`config.mk`:
```
export PLATFORM = sky130hd
export DESIGN_NAME = pm_hs_ctrl
export DESIGN_NICKNAME = d
export VERILOG_FILES = /design/src/rtl/pm_hs_pkg.sv /design/src/rtl/pm_regs.sv /design/src/rtl/pm_stby.sv /design/src/rtl/pm_idle.sv /design/src/rtl/pm_hs_ctrl.sv
export SDC_FILE = /design/constraint.sdc
export NUM_CORES = 1
export LEC_CHECK = 0
export ABC_CLOCK_PERIOD_IN_PS = 1500
export BUFFER_PORTS_ARGS = -buffer_cell sky130_fd_sc_hd__buf_2
export CORE_MARGIN = 4
export CORE_UTILIZATION = 45
export CTS_BUF_LIST = sky130_fd_sc_hd__clkbuf_8
export DETAILED_ROUTE_END_ITERATION = 8
export PLACE_DENSITY = 0.8
export SETUP_SLACK_MARGIN = 0.2
export SLEW_MARGIN = 20
export SYNTH_ARGS = -nofsm -noshare
export SYNTH_HDL_FRONTEND = slang
export SYNTH_SLANG_ARGS = --single-unit
```
`constraint.sdc`:
```
create_clock -name clk -period 1.5 [get_ports clk]
set_input_delay 0.375 -clock clk [delete_from_list [all_inputs] [get_ports clk]]
set_output_delay 0.375 -clock clk [all_outputs]
set_load 0.02 [all_outputs]
```
`src/rtl/pm_hs_pkg.sv`:
```
package pm_hs_pkg;
  typedef enum logic [1:0] {
    PM_FORCE    = 2'd0,
    PM_NEVER    = 2'd1,
    PM_SMART    = 2'd2,
    PM_SMART_WK = 2'd3
  } pm_mode_e;

  localparam int CFG_SRST_BIT = 0;
  localparam int CFG_IDLE_LO  = 2;
  localparam int CFG_STBY_LO  = 4;
  localparam int CTL_SWSB_BIT = 5;
  localparam int CTL_DONE_BIT = 6;

  function automatic logic is_smart(pm_mode_e m);
    return (m == PM_SMART) || (m == PM_SMART_WK);
  endfunction
endpackage

```
`src/rtl/pm_regs.sv`:
```
module pm_regs
  import pm_hs_pkg::*;
#(
  parameter int DATA_W      = 8,
  parameter int SRST_CYCLES = 4
) (
  input  logic              clk,
  input  logic              rst_n,
  input  logic              wr_en,
  input  logic              wr_sel,
  input  logic [DATA_W-1:0] wr_data,
  input  logic              hs_done,
  output pm_mode_e          stby_mode,
  output pm_mode_e          idle_mode,
  output logic              sw_stby,
  output logic              srst_busy,
  output logic              state_clr,
  output logic [DATA_W-1:0] rd_cfg,
  output logic [DATA_W-1:0] rd_ctl
);
  localparam int CNT_W = (SRST_CYCLES > 1) ? $clog2(SRST_CYCLES) : 1;
  localparam logic [CNT_W-1:0] CNT_LOAD = CNT_W'(SRST_CYCLES - 1);

  pm_mode_e         stby_mode_d, idle_mode_d;
  logic             sw_stby_d, srst_busy_d;
  logic [CNT_W-1:0] cnt_q, cnt_d;
  logic             cfg_we, ctl_we, srst_start;
  logic             unused_wr_bits;

  assign unused_wr_bits = ^{wr_data[DATA_W-1:CTL_SWSB_BIT+1], wr_data[1]};

  assign cfg_we     = wr_en && !wr_sel && !srst_busy;
  assign ctl_we     = wr_en &&  wr_sel && !srst_busy;
  assign srst_start = cfg_we && wr_data[CFG_SRST_BIT];
  assign state_clr  = srst_start || srst_busy;

  always_comb begin
    stby_mode_d = stby_mode;
    idle_mode_d = idle_mode;
    sw_stby_d   = sw_stby;
    srst_busy_d = srst_busy;
    cnt_d       = cnt_q;
    if (srst_start) begin
      stby_mode_d = PM_SMART;
      idle_mode_d = PM_SMART;
      sw_stby_d   = 1'b0;
      srst_busy_d = 1'b1;
      cnt_d       = CNT_LOAD;
    end else if (srst_busy) begin
      if (cnt_q == '0) srst_busy_d = 1'b0;
      else             cnt_d       = cnt_q - 1'b1;
    end else begin
      if (cfg_we) begin
        stby_mode_d = pm_mode_e'(wr_data[CFG_STBY_LO +: 2]);
        idle_mode_d = pm_mode_e'(wr_data[CFG_IDLE_LO +: 2]);
      end
      if (ctl_we) sw_stby_d = wr_data[CTL_SWSB_BIT];
    end
  end

  always_ff @(posedge clk or negedge rst_n) begin
    if (!rst_n) begin
      stby_mode <= PM_SMART;
      idle_mode <= PM_SMART;
      sw_stby   <= 1'b0;
      srst_busy <= 1'b0;
      cnt_q     <= '0;
    end else begin
      stby_mode <= stby_mode_d;
      idle_mode <= idle_mode_d;
      sw_stby   <= sw_stby_d;
      srst_busy <= srst_busy_d;
      cnt_q     <= cnt_d;
    end
  end

  always_comb begin
    rd_cfg = '0;
    rd_cfg[CFG_SRST_BIT]      = srst_busy;
    rd_cfg[CFG_IDLE_LO +: 2]  = idle_mode;
    rd_cfg[CFG_STBY_LO +: 2]  = stby_mode;
    rd_ctl = '0;
    rd_ctl[CTL_SWSB_BIT]      = sw_stby;
    rd_ctl[CTL_DONE_BIT]      = hs_done;
  end

  // registers sit at defaults for the whole soft reset
  assert_srst_defaults_R2: assert property (@(posedge clk) disable iff (!rst_n)
    srst_busy |-> (stby_mode == PM_SMART && idle_mode == PM_SMART && !sw_stby));
  // the last count ends the reset on the next edge
  assert_srst_end_R2: assert property (@(posedge clk) disable iff (!rst_n)
    (srst_busy && cnt_q == '0) |=> !srst_busy);
endmodule

```
`src/rtl/pm_stby.sv`:
```
module pm_stby
  import pm_hs_pkg::*;
(
  input  logic     clk,
  input  logic     rst_n,
  input  logic     clr,
  input  pm_mode_e mode,
  input  logic     sw_stby,
  input  logic     busy,
  output logic     stby_q
);
  logic stby_d;

  always_comb begin
    stby_d = 1'b0;
    if (!clr) begin
      case (mode)
        PM_FORCE:    stby_d = 1'b1;
        PM_NEVER:    stby_d = 1'b0;
        default:     stby_d = sw_stby && !busy;
      endcase
    end
  end

  always_ff @(posedge clk or negedge rst_n) begin
    if (!rst_n) stby_q <= 1'b0;
    else        stby_q <= stby_d;
  end

  // force mode puts the initiator in standby on the next edge
  assert_force_stby_R4: assert property (@(posedge clk) disable iff (!rst_n)
    (mode == PM_FORCE && !clr) |=> stby_q);
  // never-standby mode never raises the request
  assert_never_stby_R5: assert property (@(posedge clk) disable iff (!rst_n)
    (mode == PM_NEVER) |=> !stby_q);
endmodule

```
`src/rtl/pm_idle.sv`:
```
module pm_idle
  import pm_hs_pkg::*;
(
  input  logic     clk,
  input  logic     rst_n,
  input  logic     clr,
  input  pm_mode_e mode,
  input  logic     idle_req,
  input  logic     stby_q,
  input  logic     busy,
  output logic     ack_q,
  output logic     done_q
);
  logic ack_d, done_d;

  always_comb begin
    ack_d = 1'b0;
    if (!clr) begin
      case (mode)
        PM_FORCE: ack_d = idle_req;
        PM_NEVER: ack_d = 1'b0;
        default:  ack_d = idle_req && stby_q && !busy;
      endcase
    end
    done_d = !clr && !stby_q && !ack_q && !idle_req;
  end

  always_ff @(posedge clk or negedge rst_n) begin
    if (!rst_n) begin
      ack_q  <= 1'b0;
      done_q <= 1'b0;
    end else begin
      ack_q  <= ack_d;
      done_q <= done_d;
    end
  end

  // no-idle mode never acknowledges
  assert_idle_never_R9: assert property (@(posedge clk) disable iff (!rst_n)
    (mode == PM_NEVER) |=> !ack_q);
  // under smart idle, acknowledge only rises once standby was already up
  assert_smart_order_R10: assert property (@(posedge clk) disable iff (!rst_n)
    ($rose(ack_q) && is_smart($past(mode))) |-> $past(stby_q));
endmodule

```
`src/rtl/pm_hs_ctrl.sv`:
```
module pm_hs_ctrl
  import pm_hs_pkg::*;
#(
  parameter int DATA_W      = 8,
  parameter int SRST_CYCLES = 4
) (
  input  logic              clk,
  input  logic              rst_n,
  input  logic              wr_en,
  input  logic              wr_sel,
  input  logic [DATA_W-1:0] wr_data,
  output logic [DATA_W-1:0] rd_cfg,
  output logic [DATA_W-1:0] rd_ctl,
  input  logic              engine_busy,
  input  logic              idle_req,
  output logic              stby_req,
  output logic              idle_ack,
  output logic              traffic_ok
);
  pm_mode_e stby_mode, idle_mode;
  logic     sw_stby, srst_busy, state_clr, hs_done;

  pm_regs #(.DATA_W(DATA_W), .SRST_CYCLES(SRST_CYCLES)) u_regs (
    .clk(clk), .rst_n(rst_n), .wr_en(wr_en), .wr_sel(wr_sel), .wr_data(wr_data),
    .hs_done(hs_done), .stby_mode(stby_mode), .idle_mode(idle_mode),
    .sw_stby(sw_stby), .srst_busy(srst_busy), .state_clr(state_clr),
    .rd_cfg(rd_cfg), .rd_ctl(rd_ctl)
  );

  pm_stby u_stby (
    .clk(clk), .rst_n(rst_n), .clr(state_clr), .mode(stby_mode),
    .sw_stby(sw_stby), .busy(engine_busy), .stby_q(stby_req)
  );

  pm_idle u_idle (
    .clk(clk), .rst_n(rst_n), .clr(state_clr), .mode(idle_mode),
    .idle_req(idle_req), .stby_q(stby_req), .busy(engine_busy),
    .ack_q(idle_ack), .done_q(hs_done)
  );

  assign traffic_ok = hs_done && !stby_req && !srst_busy;

  // traffic is never permitted while idle is acknowledged
  assert_no_traffic_in_idle_R12: assert property (@(posedge clk) disable iff (!rst_n)
    traffic_ok |-> !idle_ack);
endmodule

```
==> results.sh, run 1 <==
export IMPL_tritoncts_num_buffers=3
export IMPL_first_iter_violations=2
export IMPL_tns_ps=0
export IMPL_cp_required_ps=1120
export IMPL_synthArstFlopShare=1.000
export IMPL_arrival_ps=960
export IMPL_grt_pass1_vias=432
export IMPL_fmaxAchievable_mhz=747.7
export IMPL_fin_crit_sh=0.8917
export IMPL_fin_cells=99
export IMPL_areaGrowthSynthToFinish_pct=23.11
export IMPL_synthTopCellsByArea="dfrtp_1, buf_4, dfstp_2, nand3b_1, nor2_1"
export IMPL_finalHoldViolations=9
export IMPL_dp_cells=92
export IMPL_num_rows=13
export IMPL_setup_viol=0
export IMPL_first_pass_iters=3
export IMPL_holdBufCountCts=0
export IMPL_yosysTopAreaCell="dfrtp_1"
export IMPL_grt_start_max_net_pins=12
export IMPL_cts_root_buffer="clkbuf_8"
export IMPL_syn_avg_cell_area_um2=9.868
export IMPL_grt_overflow=0
export IMPL_synth_cell_type_count=22
export IMPL_layout_nets=100
export IMPL_rsz0062_at_grt="yes"
export IMPL_cts_path_max_buffers=2
export IMPL_drt_wl_total_mm=1.180
export IMPL_ff2ff_setup_slack_ps=310
export IMPL_synth_ff_type="dfrtp_1"
export IMPL_synth_seq_cells=11
export IMPL_cts_tree="yes"
export IMPL_synth_enable_flop_cells=0
export IMPL_r2r_cells=4
export IMPL_gp_congestion=0.7165
export IMPL_clock_sinks=11
export IMPL_synth_most_common_cell="buf_4"
export IMPL_status="finished, violations left"
export IMPL_violations="negative hold slack"
export IMPL_path_class="reg2out"
export IMPL_dieHeight_um=44.88
export IMPL_synth_cells=62
export IMPL_place_area_um2=664.4
export IMPL_postRouteAntennaNets=0
export IMPL_cp_max_fo=2
export IMPL_min_period_ps=1338
export IMPL_r2r_end="u_regs.stby_mode[0]"
export IMPL_ys_seq_area_frac=0.4540
export IMPL_die_area_mm2=0.002014
export IMPL_final_cell_area_um2=753.2
export IMPL_whs_ps=-4.973
export IMPL_h_tree_depth=1
export IMPL_synth_top_area_share=0.3681
export IMPL_r2r_start="u_regs.srst_busy"
export IMPL_powerDensity_mw_per_mm2=2022
export IMPL_die_w_um=44.88
export IMPL_grt_usage=0.1323
export IMPL_hpwl_um=894.4
export IMPL_via_count=466
export IMPL_start_util=0.4761
export IMPL_drc=0
export IMPL_drv_cap=0
export IMPL_end_kind="output pin"
export IMPL_drive_gt1_frac=0.3929
export IMPL_fin_worst_skew_ps=1.778
export IMPL_numPortBuffers=20
export IMPL_pin_count=33
export IMPL_slew_violations=0
export IMPL_synth_area_um2=611.8
export IMPL_core_area_mm2=0.001285
export IMPL_cts_reportedPaths_clkPinSlew_ps=50
export IMPL_via_per_inst=4.707
export IMPL_grt_first_pass_wirelength_mm=1.794
export IMPL_antenna_found_initial=0
export IMPL_fin_util=0.5862
export IMPL_antennaDiodeCount=0
export IMPL_hp_class="in2async"
export IMPL_irDropWorstVdd_v=0.001199
export IMPL_yosys_top_cells_count="buf_4, dfrtp_1, nor2_1"
export IMPL_yosysWarnings=0
export IMPL_cellLeakagePower_nw=0.3988
export IMPL_insertion_delay_ps=240
export IMPL_wl_per_cell_um=11.92
export IMPL_startpoint_type="flop"
-- report_power, final --
group / internal [W] / switching (W) / total (W)
combinational: 0.000324 / 0.000379 / 0.000703
sequential: 0.000439 / 0.0000931 / 0.000532
clock: 0.000179 / 0.000108 / 0.000288
total: 0.000942 / 0.000581 / 0.00152
-- through the flow --
stage	total power (W)	worst slack, ps
after floorplan	0.001053	279.1
after global placement	0.001119	282.5
after detailed placement	0.001140	255.0
after CTS	0.001526	145.0
after global routing	0.001628	131.6
final	0.001523	162.5
-- sequential cells by signal, indices dropped and copies added (netlist names) --
register,count
u_regs.cnt_q,2
u_regs.stby_mode,2
u_regs.srst_busy,1
u_regs.idle_mode,2
u_idle.done_q,1
u_idle.ack_q,1
u_stby.stby_q,1
u_regs.sw_stby,1
-- repair_timing --
item,CTS,global route
setup endpoints to repair,4,5
pin swaps,1,0
setup buffers,3,0
resized for setup,6,2
-- worst max-delay path by stage --
stage | start | endpoint | slack [ps] | cells after the start
global placement | u_regs.srst_busy | traffic_ok | 280 | 2
finish | u_stby.stby_q | traffic_ok | 160 | 2
detailed placement | u_regs.srst_busy | traffic_ok | 260 | 2
CTS | u_stby.stby_q | traffic_ok | 150 | 2
floorplan | u_regs.srst_busy | traffic_ok | 280 | 2
global route | u_regs.srst_busy | rd_cfg[0] | 130 | 2
-- cells in the final DEF, fill, tap and decap left out --
cell	n
a21oi_1	3
a2bb2oi_1	1
a31oi_1	2
a32o_1	1
and2b_2	1
buf_2	15
buf_4	6
buf_6	2
clkbuf_8	3
conb_1	9
dfrtp_1	8
dfrtp_2	1
dfstp_2	2
ha_1	1
inv_1	7
mux2i_1	1
nand2b_2	1
nand3b_1	4
nor2_1	8
nor3_1	1
nor3b_2	1
nor3b_4	1
nor4_1	1
o21a_1	1
o21ai_0	3
-- layout make-up --
class                           instances  area [µm²]
Tap cell                               15       18.77
Sequential cell                        11       279.0
Clock buffer                            3       41.29
Inverter                                6       22.52
Timing Repair Buffer                   23       142.6
Clock inverter                          1       3.754
Multi-Input combinational cell         40       245.2
Fill cell                             124       531.8
-- kinds of logic after synthesis --
kind of cell / count (synthesis) / synth area share
other cells: 1 / 0.006129
fa+ha+maj: 1 / 0.02045
compound gates: 11 / 0.1125
simple gates: 18 / 0.1882
mux: 1 / 0.01636
flops: 11 / 0.4540
buf+inv: 19 / 0.2025
-- per-layer routing --
| metal | part of all wire | vias up | GRT usage |
|---|---|---|---|
| met2 | 0.47 | 20 | 0.1977 |
| li1 | - | 231 | - |
| met3 | 0.097 | 4 | 0.05179 |
| met5 | 0 | - | 0 |
| met4 | 0.028 | 0 | 0.1053 |
| met1 | 0.41 | 211 | 0.1490 |
-- worst max-delay path: stages, from the launching register on --
cell and delay (ps):
dfrtp_1 390, nor3b_2 180, buf_4 160
(Power assumes the default switching activity.)
==> run 2, diff against run 1 <==
RECOVER_POWER = 50   (was default)
SETUP_SLACK_MARGIN = 0.5   (was 0.2)
==> run 2 against run 1 <==
The flow now finishes without violations. Non-clock buffer count is 9 higher. Final area is 21% higher. Core utilization is 12 points higher. Clock skew decreased by 1.5 ps. Cell count up 9.1%. Routed wire length rose by 26%. Critical path depth is the same. Clock power rose by 3%. Worst setup slack worse by 28 ps. Critical endpoint unchanged. Largest power group unchanged. Highest routed layer unchanged.
==> results.sh, run 2 (synthesis gave the netlist of run 1 again) <==
export IMPL_end_kind="output pin"
export IMPL_crit_chain="nor3b_4, buf_6"
export IMPL_layout_common_cells="buf_6, conb_1, buf_2, buf_4"
export IMPL_grt_first_pass_wirelength_mm=2.118
export IMPL_postRouteAntennaNets=0
export IMPL_p_sw_frac=0.3859
export IMPL_cts_root_buffer="clkbuf_8"
export IMPL_relSlewSlack=0.5926
export IMPL_die_w_um=44.88
export IMPL_clock_sinks=11
export IMPL_cts_tree="yes"
export IMPL_cp_top_family="flip-flops"
export IMPL_antennaDiodeCount=0
export IMPL_rsz0062_at_grt="yes"
export IMPL_slew_violations=0
export IMPL_first_pass_iters=4
export IMPL_start_util=0.4761
export IMPL_worst_pin_slew_ps=611.1
export IMPL_hpwl_um=896.8
export IMPL_mostFrequentLayoutCell="buf_6"
export IMPL_cellLeakagePower_nw=0.4471
export IMPL_dieHeight_um=44.88
export IMPL_drv_cap=0
export IMPL_status="finished clean"
export IMPL_irDropWorstVdd_v=0.001066
export IMPL_tns_ps=0
export IMPL_grt_start_max_net_pins=12
export IMPL_fin_crit_sh=0.9105
export IMPL_drive_gt1_frac=0.4624
export IMPL_core_area_mm2=0.001285
export IMPL_powerDensity_mw_per_mm2=2087
export IMPL_cp_startpoint="u_regs.srst_busy"
export IMPL_reg_largest_list="u_regs.cnt_q x2, u_regs.idle_mode x2, u_regs.stby_mode x2"
export IMPL_num_rows=13
export IMPL_cp_slowest_cell="dfrtp_2"
export IMPL_startpoint_type="flop"
export IMPL_areaGrowthSynthToFinish_pct=48.47
export IMPL_clockPowerShare=0.157
export IMPL_hp_class="in2async"
export IMPL_die_area_mm2=0.002014
export IMPL_h_tree_depth=1
export IMPL_via_count=522
export IMPL_cts_path_max_buffers=2
export IMPL_slowest_delay_ps=420
export IMPL_drc=0
export IMPL_tritoncts_num_buffers=3
export IMPL_finalHoldViolations=0
export IMPL_insertion_delay_ps=240
export IMPL_r2r_start="u_regs.srst_busy"
export IMPL_setup_viol=0
export IMPL_numPortBuffers=20
export IMPL_fin_util=0.7069
export IMPL_antenna_found_initial=0
export IMPL_holdBufCountCts=0
export IMPL_comb_power_share=0.557
export IMPL_cts_reportedPaths_clkPinSlew_ps=50
export IMPL_fmaxAchievable_mhz=732.2
export IMPL_seqPwrFrac=0.286
export IMPL_min_period_ps=1366
export IMPL_fin_worst_skew_ps=0.2590
export IMPL_grt_pass1_vias=503
export IMPL_cp_max_fo=2
export IMPL_gp_congestion=0.7060
export IMPL_grt_overflow=0
export IMPL_drt_wl_total_mm=1.481
export IMPL_pin_count=33
export IMPL_multi_input_area_um2=294.0
export IMPL_path_class="reg2out"
export IMPL_arrival_ps=990
export IMPL_final_seq_area_um2=280.3
export IMPL_switchingPower_w=0.0007315
export IMPL_via_per_inst=4.833
export IMPL_grt_usage=0.1490
export IMPL_internal_power_w=0.001164
export IMPL_nFillCells=90
export IMPL_wl_per_cell_um=13.71
export IMPL_crit_buf_inv=1
export IMPL_layout_nets=109
export IMPL_cp_required_ps=1120
export IMPL_first_iter_violations=5
==> run 2: final timing paths <==
check | end | slack (ps) | cells after the start
max in group asynchronous | u_regs.srst_busy | 950 | 1
min in group clk | u_idle.done_q | 330 | 2
setup / recovery | traffic_ok | 130 | 2
setup reg to reg | u_regs.cnt_q[1] | 220 | 4
hold reg to reg | u_idle.done_q | 550 | 2
hold / removal | u_idle.ack_q | 120 | 1
==> run 2: layout make-up <==
| class | instances | share of cell area |
|---|---|---|
| multi-input cells | 40 | 0.3237 |
| clock buffers | 3 | 0.04545 |
| well taps | 15 | 0.02066 |
| clock inverters | 1 | 0.004132 |
| inverters | 6 | 0.02479 |
| repair buffers | 32 | 0.2727 |
| flip-flops and latches | 11 | 0.3085 |
==> run 2: per-stage QoR <==
| stage | setup WS (ps) | std cells | total power [W] | hold slack [ps] | instance area [µm²] |
|---|---|---|---|---|---|
| 2_1_floorplan | 354.7 | 70 | 0.001071 | 79.41 | 654.4 |
| 3_3_place_gp | 265.8 | 92 | 0.001135 | 252.9 | 671.9 |
| 3_5_place_dp | 266.7 | 92 | 0.001165 | 257.5 | 671.9 |
| 4_1_cts | 134.9 | 104 | 0.001797 | 3.516 | 869.6 |
| 5_1_grt | 104.9 | 108 | 0.002004 | 167.8 | 908.4 |
| 6_report | 134.2 | 108 | 0.001896 | 118.3 | 908.4 |
==> run 2: timing repair <==
action / 4_1_cts / 5_1_grt
buffers inserted: 8 / 4
pin swaps: 2 / 2
setup endpoints to repair: 19 / 20
gates cloned: 0 / 0
resized for setup: 26 / 7
==> run 2: worst reg2reg max path, delay by kind of cell (launching register included) <==
kind	cells	cell delay [ps]
AND/OR/NAND/NOR	1	300
flip-flops	1	380
AO/OA/AOI/OAI	1	210
buffers and inverters	2	310
==> run 2: power by group through the flow <==
stage	sequential, W	combinational (W)	clock (W)
final	0.000542	0.00106	0.000297
after global routing	0.000554	0.00114	0.000316
after CTS	0.000538	0.000962	0.000297
after detailed placement	0.000577	0.000588	0
after global placement	0.000571	0.000564	0
after floorplan	0.000603	0.000468	0
==> run 2: per-layer routing <==
layer  share of wire  vias to the layer above  track usage  wire length (µm)
met5               0                        -            0                 0
met4           0.012                        0      0.07018                18
met3           0.068                        2      0.03586               101
met2            0.57                       28       0.2751               837
met1            0.35                      243       0.1567               524
li1                -                      249            -                 -
==> run 3, diff against run 2 <==
CAP_MARGIN = 10   (was default)
CORE_UTILIZATION = 42   (was 45)
CTS_BUF_LIST = sky130_fd_sc_hd__clkbuf_8 sky130_fd_sc_hd__clkbuf_16   (was sky130_fd_sc_hd__clkbuf_8)
PLACE_DENSITY = 0.76   (was 0.8)
==> run 3 against run 2 <==
Count of clock-buffer cells in the layout unchanged. Register-to-register slack worse by 50 ps. Worst setup slack worse by 9.3 ps. First-iteration DRC count down 60%. Clock power down 3%. Critical endpoint unchanged.
==> results.sh, run 3 (synthesis gave the netlist of run 1 again) <==
export IMPL_cp_required_ps=1120
export IMPL_tns_ps=0
export IMPL_areaGrowthSynthToFinish_pct=55.62
export IMPL_min_period_ps=1375
export IMPL_insertion_delay_ps=240
export IMPL_grt_overflow=0
export IMPL_slowest_delay_ps=420
export IMPL_via_per_inst=4.712
export IMPL_drive_gt1_frac=0.5417
export IMPL_slew_violations=0
export IMPL_postRouteAntennaNets=0
export IMPL_num_rows=13
export IMPL_setup_viol=0
export IMPL_cp_max_fo=2
export IMPL_finalHoldViolations=0
export IMPL_grt_pass1_vias=534
export IMPL_numPortBuffers=20
export IMPL_ff2ff_setup_slack_ps=170
export IMPL_drv_cap=0
export IMPL_cellLeakagePower_nw=0.4644
export IMPL_nFillCells=115
export IMPL_cts_path_max_buffers=2
export IMPL_reg_largest_list="u_regs.cnt_q x2, u_regs.idle_mode x2, u_regs.stby_mode x2"
export IMPL_dieHeight_um=46.17
export IMPL_layout_common_cells="buf_6, buf_4, conb_1, buf_2, dfrtp_1"
export IMPL_r2r_start="u_regs.srst_busy"
export IMPL_multi_input_area_um2=304.0
export IMPL_die_area_mm2=0.002131
export IMPL_startpoint_type="flop"
export IMPL_fin_worst_skew_ps=1.208
export IMPL_holdBufCountCts=0
export IMPL_clock_sinks=11
export IMPL_via_count=523
export IMPL_end_kind="output pin"
export IMPL_power_w=0.002011
export IMPL_antennaDiodeCount=0
export IMPL_h_tree_depth=1
export IMPL_status="finished clean"
export IMPL_powerDensity_mw_per_mm2=2112
export IMPL_crit_chain="nor3b_4, buf_6"
export IMPL_first_iter_violations=2
export IMPL_start_util=0.4587
export IMPL_wl_per_cell_um=13.16
export IMPL_mostFrequentLayoutCell="buf_6"
export IMPL_fmaxAchievable_mhz=727.2
export IMPL_grt_usage=0.1498
export IMPL_die_w_um=46.17
export IMPL_irDropWorstVdd_v=0.001090
export IMPL_cts_tree="yes"
export IMPL_drt_wl_total_mm=1.461
export IMPL_fin_crit_sh=0.9167
export IMPL_final_seq_area_um2=280.3
export IMPL_arrival_ps=1000
export IMPL_path_class="reg2out"
export IMPL_cts_root_buffer="clkbuf_8"
export IMPL_tritoncts_num_buffers=3
export IMPL_worst_pin_slew_ps=574.7
export IMPL_cp_slowest_cell="dfrtp_2"
export IMPL_hp_class="in2async"
export IMPL_pin_count=33
export IMPL_relSlewSlack=0.6169
export IMPL_drc=0
export IMPL_core_area_mm2=0.001334
export IMPL_antenna_found_initial=0
export IMPL_grt_first_pass_wirelength_mm=2.187
export IMPL_grt_start_max_net_pins=12
export IMPL_cts_reportedPaths_clkPinSlew_ps=50
export IMPL_r2r_end="u_regs.sw_stby"
export IMPL_r2r_cells=3
export IMPL_rsz0062_at_grt="yes"
export IMPL_first_pass_iters=2
export IMPL_gp_congestion=0.7299
export IMPL_layout_nets=112
==> run 3: cell type report <==
type / instances / share of cell area
multi-input combinational: 40 / 0.3193
clock inverter: 1 / 0.003942
timing repair buffer: 35 / 0.2957
clock buffer: 3 / 0.04336
sequential: 11 / 0.2943
tap: 15 / 0.01971
inverter: 6 / 0.02365
==> run 3: how the worst max path moves through the flow <==
stage | from | to | cells past startpoint
after detailed placement | u_regs.srst_busy | traffic_ok | 2
after global routing | u_stby.stby_q | traffic_ok | 2
after global placement | u_regs.srst_busy | traffic_ok | 2
after floorplan | u_regs.srst_busy | traffic_ok | 2
after CTS | u_stby.stby_q | traffic_ok | 2
final | u_stby.stby_q | traffic_ok | 2
==> run 3: worst max-delay path, delay by kind of cell (launching register included) <==
family | cells | cell delay [ps]
AND/OR/NAND/NOR | 1 | 200
flip-flops | 1 | 420
buffers and inverters | 1 | 140
==> run 3: what timing repair did <==
item	4_1_cts	5_1_grt
setup endpoints to repair	19	20
gates resized for setup	25	14
cloned	0	0
hold endpoints to repair	0	0
pin swaps	2	3
buffers inserted	12	3
==> run 3: per-layer routing <==
layer | global-route usage | share of wire | routed length, µm
met4 | 0.1023 | 0.017 | 25
met1 | 0.1655 | 0.39 | 568
met3 | 0.03516 | 0.063 | 92
met2 | 0.2500 | 0.53 | 775
met5 | 0 | 0 | 0
==> run 3: power breakdown <==
| part | leakage (nW) | switching (W) | internal [W] |
|---|---|---|---|
| sequential | 0.132 | 0.000107 | 0.000441 |
| clock | 0.0269 | 0.000110 | 0.000180 |
| combinational | 0.306 | 0.000539 | 0.000634 |
| total | 0.464 | 0.000755 | 0.00126 |
==> run 3: per-stage QoR <==
step / util / instances / worst slack [ps] / hold WS, ps / area (µm²)
2_1_floorplan: - / 70 / 354.7 / 79.41 / 654.4
3_3_place_gp: 0.5038 / 92 / 270.8 / 253.0 / 671.9
3_5_place_dp: 0.5038 / 92 / 234.4 / 253.1 / 671.9
4_1_cts: 0.6660 / 108 / 122.1 / 4.932 / 888.4
5_1_grt: 0.7139 / 111 / 91.16 / 154.6 / 952.2
6_report: 0.7139 / 111 / 124.9 / 107.4 / 952.2
